==> config.mk <==
export PLATFORM = sky130hd
export DESIGN_NAME = cic_decim
export DESIGN_NICKNAME = d
export VERILOG_FILES = /design/src/rtl/cic_pkg.sv /design/src/rtl/cic_adder.sv /design/src/rtl/cic_integ_stage.sv /design/src/rtl/cic_comb_stage.sv /design/src/rtl/cic_rate_ctrl.sv /design/src/rtl/cic_decim.sv
export SDC_FILE = /design/constraint.sdc
export NUM_CORES = 2
export LEC_CHECK = 0
export ABC_AREA = 0
export BUFFER_PORTS_ARGS = -buffer_cell sky130_fd_sc_hd__buf_4
export CAP_MARGIN = 20
export CORE_AREA = 2 2 345 347
export CTS_CLUSTER_SIZE = 12
export DETAILED_ROUTE_END_ITERATION = 6
export DIE_AREA = 0 0 347 349
export MAX_ROUTING_LAYER = met4
export PLACE_DENSITY_LB_ADDON = 0.05
export SLEW_MARGIN = 20
export SYNTH_ARGS = -nofsm -noshare
export SYNTH_HDL_FRONTEND = slang
export SYNTH_SLANG_ARGS = --single-unit
==> constraint.sdc <==
create_clock -name clk -period 6.7 [get_ports clk]
set_input_delay 0.67 -clock clk [delete_from_list [all_inputs] [get_ports clk]]
set_output_delay 0.67 -clock clk [all_outputs]
set_load 0.02 [all_outputs]
==> src/rtl/cic_pkg.sv <==
`timescale 1ns/1ps
package cic_pkg;

    localparam int IN_W   = 16;
    localparam int OUT_W  = 16;
    localparam int STAGES = 5;
    localparam int RATE   = 1000;

    typedef enum logic {ADD_RIPPLE, ADD_CSA} adder_e;
    typedef enum logic {PRUNE_FINAL, PRUNE_STAGE} prune_e;

    // Growth-safe internal width: input bits plus STAGES * ceil(log2(rate))
    function automatic int full_width(int in_w, int stages, int rate);
        return in_w + stages * $clog2(rate);
    endfunction

    // LSBs discarded at the entry of each stage after the first
    function automatic int drop_per_stage(prune_e mode, int full_w, int out_w, int stages);
        return (mode == PRUNE_STAGE) ? (full_w - out_w) / (2 * stages) : 0;
    endfunction

    // Width of stage idx (0..2*stages-1, integrators first)
    function automatic int stage_width(int full_w, int drop, int idx);
        return full_w - drop * idx;
    endfunction

endpackage

==> src/rtl/cic_adder.sv <==
`timescale 1ns/1ps
module cic_adder
    import cic_pkg::*;
#(
    parameter int     W     = 8,
    parameter adder_e STYLE = ADD_RIPPLE,
    parameter bit     SUB   = 1'b0
) (
    input  logic [W-1:0] a,
    input  logic [W-1:0] b,
    output logic [W-1:0] sum
);
    logic [W-1:0] bb;
    logic [W-1:0] cv;

    assign bb = SUB ? ~b : b;
    assign cv = SUB ? W'(1) : '0;

    generate
        if (STYLE == ADD_CSA) begin : g_csa
            logic [W-1:0] ps;
            logic [W-1:0] pc;
            assign ps  = a ^ bb ^ cv;
            assign pc  = ((a & bb) | (a & cv) | (bb & cv)) << 1;
            assign sum = ps + pc;
        end else begin : g_ripple
            assign sum = a + bb + cv;
        end
    endgenerate
endmodule

==> src/rtl/cic_integ_stage.sv <==
`timescale 1ns/1ps
module cic_integ_stage
    import cic_pkg::*;
#(
    parameter int     W     = 66,
    parameter adder_e STYLE = ADD_RIPPLE
) (
    input  logic                clk,
    input  logic                rst,
    input  logic                en,
    input  logic signed [W-1:0] din,
    output logic signed [W-1:0] acc
);
    logic [W-1:0] nxt;

    cic_adder #(.W(W), .STYLE(STYLE), .SUB(1'b0)) u_add (
        .a   (acc),
        .b   (din),
        .sum (nxt)
    );

    always_ff @(posedge clk) begin
        if (rst)     acc <= '0;
        else if (en) acc <= nxt;
    end

    AST_INTEG_HOLD: assert property (@(posedge clk) disable iff (rst)
        !en |=> $stable(acc));
    AST_INTEG_SUM: assert property (@(posedge clk) disable iff (rst)
        en |=> acc == W'($past(acc) + $past(din)));
endmodule

==> src/rtl/cic_comb_stage.sv <==
`timescale 1ns/1ps
module cic_comb_stage
    import cic_pkg::*;
#(
    parameter int     W     = 66,
    parameter adder_e STYLE = ADD_RIPPLE
) (
    input  logic                clk,
    input  logic                rst,
    input  logic                en,
    input  logic signed [W-1:0] din,
    output logic signed [W-1:0] dout
);
    logic signed [W-1:0] dly;
    logic [W-1:0]        diff;

    cic_adder #(.W(W), .STYLE(STYLE), .SUB(1'b1)) u_sub (
        .a   (din),
        .b   (dly),
        .sum (diff)
    );

    always_ff @(posedge clk) begin
        if (rst) begin
            dly  <= '0;
            dout <= '0;
        end else if (en) begin
            dly  <= din;
            dout <= diff;
        end
    end

    AST_COMB_HOLD: assert property (@(posedge clk) disable iff (rst)
        !en |=> $stable(dout) && $stable(dly));
    AST_COMB_DIFF: assert property (@(posedge clk) disable iff (rst)
        en |=> dout == W'($past(din) - $past(dly)));
endmodule

==> src/rtl/cic_rate_ctrl.sv <==
`timescale 1ns/1ps
module cic_rate_ctrl #(
    parameter int RATE   = 1000,
    parameter int STAGES = 5
) (
    input  logic              clk,
    input  logic              rst,
    input  logic              in_valid,
    output logic [STAGES-1:0] comb_en,
    output logic              out_load
);
    localparam int CNT_W = $clog2(RATE);

    logic [CNT_W-1:0] cnt;
    logic             hit;
    logic [STAGES:0]  sv;

    assign hit = in_valid && (cnt == CNT_W'(RATE - 1));

    always_ff @(posedge clk) begin
        if (rst) begin
            cnt <= '0;
            sv  <= '0;
        end else begin
            if (in_valid) cnt <= hit ? '0 : cnt + 1'b1;
            sv <= {sv[STAGES-1:0], hit};
        end
    end

    assign comb_en  = sv[STAGES-1:0];
    assign out_load = sv[STAGES];

    AST_CNT_RANGE: assert property (@(posedge clk) disable iff (rst)
        cnt <= CNT_W'(RATE - 1));
    AST_CNT_HOLD: assert property (@(posedge clk) disable iff (rst)
        !in_valid |=> $stable(cnt));
    AST_STROBE_ONEHOT: assert property (@(posedge clk) disable iff (rst)
        $onehot0(sv));
endmodule

==> src/rtl/cic_decim.sv <==
`timescale 1ns/1ps
module cic_decim
    import cic_pkg::*;
#(
    parameter int     IN_W   = cic_pkg::IN_W,
    parameter int     OUT_W  = cic_pkg::OUT_W,
    parameter int     STAGES = cic_pkg::STAGES,
    parameter int     RATE   = cic_pkg::RATE,
    parameter prune_e PRUNE  = PRUNE_FINAL,
    parameter adder_e ADDER  = ADD_RIPPLE
) (
    input  logic                    clk,
    input  logic                    rst,
    input  logic                    in_valid,
    input  logic signed [IN_W-1:0]  in_data,
    output logic                    out_valid,
    output logic signed [OUT_W-1:0] out_data
);
    localparam int FULL_W     = full_width(IN_W, STAGES, RATE);
    localparam int DROP       = drop_per_stage(PRUNE, FULL_W, OUT_W, STAGES);
    localparam int LAST_W     = stage_width(FULL_W, DROP, 2 * STAGES - 1);
    localparam int FINAL_DROP = LAST_W - OUT_W;

    // Stage results, sign-extended to the full width
    logic [STAGES-1:0][FULL_W-1:0] ibus;
    logic [STAGES-1:0][FULL_W-1:0] cbus;
    logic [STAGES-1:0]             comb_en;
    logic                          out_load;

    cic_rate_ctrl #(.RATE(RATE), .STAGES(STAGES)) u_ctrl (
        .clk      (clk),
        .rst      (rst),
        .in_valid (in_valid),
        .comb_en  (comb_en),
        .out_load (out_load)
    );

    generate
        for (genvar i = 0; i < STAGES; i++) begin : g_integ
            localparam int WI = stage_width(FULL_W, DROP, i);
            logic signed [WI-1:0] din;
            logic signed [WI-1:0] acc;
            if (i == 0) begin : g_first
                assign din = WI'(in_data);
            end else begin : g_next
                assign din = WI'($signed(ibus[i-1]) >>> DROP);
            end
            cic_integ_stage #(.W(WI), .STYLE(ADDER)) u_integ (
                .clk (clk),
                .rst (rst),
                .en  (in_valid),
                .din (din),
                .acc (acc)
            );
            assign ibus[i] = FULL_W'(acc);
        end

        for (genvar j = 0; j < STAGES; j++) begin : g_comb
            localparam int WC = stage_width(FULL_W, DROP, STAGES + j);
            logic signed [WC-1:0] din;
            logic signed [WC-1:0] dout;
            if (j == 0) begin : g_first
                assign din = WC'($signed(ibus[STAGES-1]) >>> DROP);
            end else begin : g_next
                assign din = WC'($signed(cbus[j-1]) >>> DROP);
            end
            cic_comb_stage #(.W(WC), .STYLE(ADDER)) u_comb (
                .clk  (clk),
                .rst  (rst),
                .en   (comb_en[j]),
                .din  (din),
                .dout (dout)
            );
            assign cbus[j] = FULL_W'(dout);
        end
    endgenerate

    always_ff @(posedge clk) begin
        if (rst) begin
            out_valid <= 1'b0;
            out_data  <= '0;
        end else begin
            out_valid <= out_load;
            if (out_load) out_data <= OUT_W'($signed(cbus[STAGES-1]) >>> FINAL_DROP);
        end
    end

    AST_VALID_PULSE: assert property (@(posedge clk) disable iff (rst)
        out_valid |=> !out_valid);
    AST_DATA_WITH_VALID: assert property (@(posedge clk) disable iff (rst)
        !out_valid |-> $stable(out_data));
endmodule

==> flow_summary.ini <==
[setup_path]
critPathMaxStageDelay_ns = 0.63
worstPathMaxFanout = 4
arrival_ns = 5.31
rr_worst_depth = 15
r2r_setup_slack_ns = 2.00
r2r_start = g_integ[1].u_integ.acc[0]
cpMostUsedCell = o21ai_0
timing.critical_path.from = g_integ[1].u_integ.acc[0]
crit_chain = ha_1, inv_1, fa_1, nor2b_1, o21ai_0, o21ai_0, a41oi_1, a31oi_1, o21a_1, a21oi_1, o31a_1, o21ai_0, a21oi_1, and4_1, a311o_1
cp.required_ns = 7.31
endpoint_kind = flip-flop
r2r_end = g_integ[2].u_integ.acc[60]
worst_path_max_delay_cell = a31oi_1
start_kind = flip-flop
path_class = reg2reg

[timing]
slew_viol_final = 0
totalNegativeSetupSlack_ns = 0
rsz0062_at_grt = no
relSlewSlack = 0.238
final-setup-viol-count = 0
fin_worst_skew_ns = 0.0253
min_period_over_period = 0.701
finalWorstSetupSlack_ns = 2.00
tightest_slew_ns = 1.14
hold_violations = 0
max_freq_mhz = 213
period_needed_ns = 4.70

[pwr]
ir_drop_mv = 0.239
power_density_nw_per_um2 = 212
leakage_nw = 33.1

[clock_network]
postCtsSetupRepairBufs = 0
path_clk_slew_ns = 0.06
h-tree-depth = 3
ctsHoldBuffers = 0
cts.sinks = 973
cts_tree = done
cts_buffer_depth = 3
cts_resized = 0
clock_latency_ns = 0.73
clk_root_buffer_cell = clkbuf_16
cts_buffers = 110

[drt]
wl_mm = 189
drt_iter0_markers = 4506
firstDrtPassIters = 5
ant_nets = 0
routed_via_density = 6.07
drc = 0
wl_per_cell_um = 18.6
via_count = 61500

[floorplanning]
die-area_um2 = 121000
die_h_um = 349
ios = 36
initial_core_util = 0.597
core_um2 = 117000
die_w_um = 347
rows = 126

[yosys]
synth_warnings = 0
synth-main-ff-cell = dfxtp_1
seq_area_frac_synth = 0.278
yosysUniqueCellTypes = 109
netlist_area_um2 = 70100
synth_edf_count = 0
synth_seq_cells = 973
syn_inst = 8788
async_reset_ff_frac = 0
synth_top_area_cell = dfxtp_1
synth_top_area_frac = 0.278
syn_area_per_cell_um2 = 7.98
synth_nets = 9466
synth_area_leaders = dfxtp_1 (28%), ha_1 (12%), mux2i_1 (9.5%)

[global_routing]
antenna_found_initial = 2
grt_pass1_vias = 57700
overflow = 0
grt_max_degree = 203
grt_pass1_wl_mm = 303
track_usage = 0.309

[cells_and_area]
final_cell_count_no_fill = 10100
final.fill_count = 10500
layout.nets = 9187
drive_above_1_share = 0.0383
syn_to_final_growth_pct = 6.25

[hold_path]
min-delay-start = in_data[0]
min_to = g_integ[0].u_integ.acc[0]
hold_class = in2reg
min_path_cells = 4

[placed_design]
port_buffers = 35
dp_worst_setup_slack_ns = 2.15
dp_hpwl_mm = 142
place_inst = 9933
gp_congestion = 0.952

[status]
status = completed

[flow_run]
drv_cap = 0
[registers in the layout (all words and copies together) (netlist names)]
name                 cells
g_comb.u_comb.dly      330
g_integ.u_integ.acc    330
g_comb.u_comb.dout     280
out_data                16
u_ctrl.cnt              10
u_ctrl.sv                6
out_valid                1
[cell usage after synthesis (16+ instances only)]
cell / count
buf_1: 49
mux2i_1: 665
nor4_1: 25
dfxtp_1: 973
nand4_1: 178
nor2_1: 1178
a21o_1: 443
a211o_1: 28
and2_1: 31
clkbuf_1: 383
nor2b_1: 69
o22ai_1: 26
ha_1: 650
o31a_1: 21
xnor2_1: 347
xor2_1: 197
a41oi_1: 17
inv_1: 509
and4_1: 20
o21a_1: 68
and3_1: 56
a21oi_1: 799
a31oi_1: 90
nand3_1: 138
a221oi_1: 18
o211ai_1: 33
o21bai_1: 131
a211oi_1: 91
nand2b_1: 52
a21boi_0: 23
o21ai_0: 438
o31ai_1: 43
or3_1: 25
nand2_1: 570
a31o_2: 21
or2_2: 16
nor3_1: 92
[metrics by stage]
stage               utilization  instance area (µm²)  power, mW  hold slack, ns
global placement          0.602                70700       9.58           0.465
detailed placement        0.602                70700       9.60           0.468
floorplan                     -                70100       8.79           0.446
CTS                       0.634                74500       15.9           0.295
global route              0.634                74500       16.5           0.323
finish                    0.634                74500       15.8           0.327
[critical path, delay by kind of cell (launching register included)]
family	cells	cell delay, ns
buffers and inverters	1	0.07
DFF	1	0.40
adders and majority gates	2	0.59
and+or+nand+nor	2	0.37
AOI/OAI and AO/OA	10	3.13
[final cells by class]
class,instances,area [µm²],share of cell area
diodes,3,7.51,0.000101
inverters,512,1920,0.0258
flip-flops and latches,973,19500,0.262
clock buffers,159,3190,0.0428
repair buffers,64,558,0.00749
clock inverters,38,558,0.00749
multi-input cells,6848,46800,0.629
well taps,1536,1920,0.0258
[per-layer routing]
| metal | routed length (µm) | part of all wire | up-vias | global-route usage |
|---|---|---|---|---|
| met1 | 84800 | 0.45 | 29000 | 0.386 |
| met2 | 89700 | 0.47 | 1345 | 0.520 |
| met3 | 7530 | 0.040 | 374 | 0.0309 |
| met4 | 6890 | 0.036 | 0 | 0.110 |
| met5 | 0 | 0 | - | - |
| li1 | - | - | 30800 | - |
[power by group]
| part | switching [mW] | internal, mW | leakage [nW] | total (mW) |
|---|---|---|---|---|
| Clock | 2.56 | 3.72 | 1.83 | 6.28 |
| Combinational | 1.97 | 1.29 | 23.4 | 3.26 |
| Sequential | 0.282 | 5.99 | 7.87 | 6.27 |
[placed cells by master, fill, tap and decap left out, drive strengths merged, types with 23 or more instances in the layout]
cell type	synthesis	routed
clkbuf	390	159
nor3	92	92
o21a	68	68
a21boi	25	25
nor4	25	25
o31a	23	23
a31oi	90	90
a211o	28	28
inv	511	513
xor2	197	197
and2	32	32
nand2b	52	52
a21o	445	445
mux2i	665	665
nand2	571	571
o31ai	44	44
a211oi	91	91
and3	57	57
or3	25	25
ha	650	650
o22ai	26	26
nand3	138	138
buf	54	64
xnor2	347	347
o21bai	131	131
o211ai	34	34
dfxtp	973	973
nor2b	69	69
o21ai	449	449
a21oi	801	801
nand4	179	179
nor2	1178	1178
[cell families after synthesis]
| logic type | after synthesis | share of synthesized area |
|---|---|---|
| simple gates | 2501 | 0.159 |
| compound gates | 2477 | 0.227 |
| flops | 973 | 0.278 |
| buf+inv | 967 | 0.0544 |
| mux | 667 | 0.0953 |
| fa+ha+maj | 659 | 0.119 |
| xor+xnor | 544 | 0.0680 |
[how the worst max path moves through the flow]
stage                     cells after the start                         end
after floorplan                              15  g_integ[0].u_integ.acc[44]
after global placement                       14  g_integ[0].u_integ.acc[65]
after detailed placement                     15  g_integ[2].u_integ.acc[60]
after CTS                                    15  g_integ[2].u_integ.acc[60]
after global routing                         15  g_integ[2].u_integ.acc[60]
final                                        15  g_integ[2].u_integ.acc[60]
Note: power is estimated with default switching activity, not from simulation.
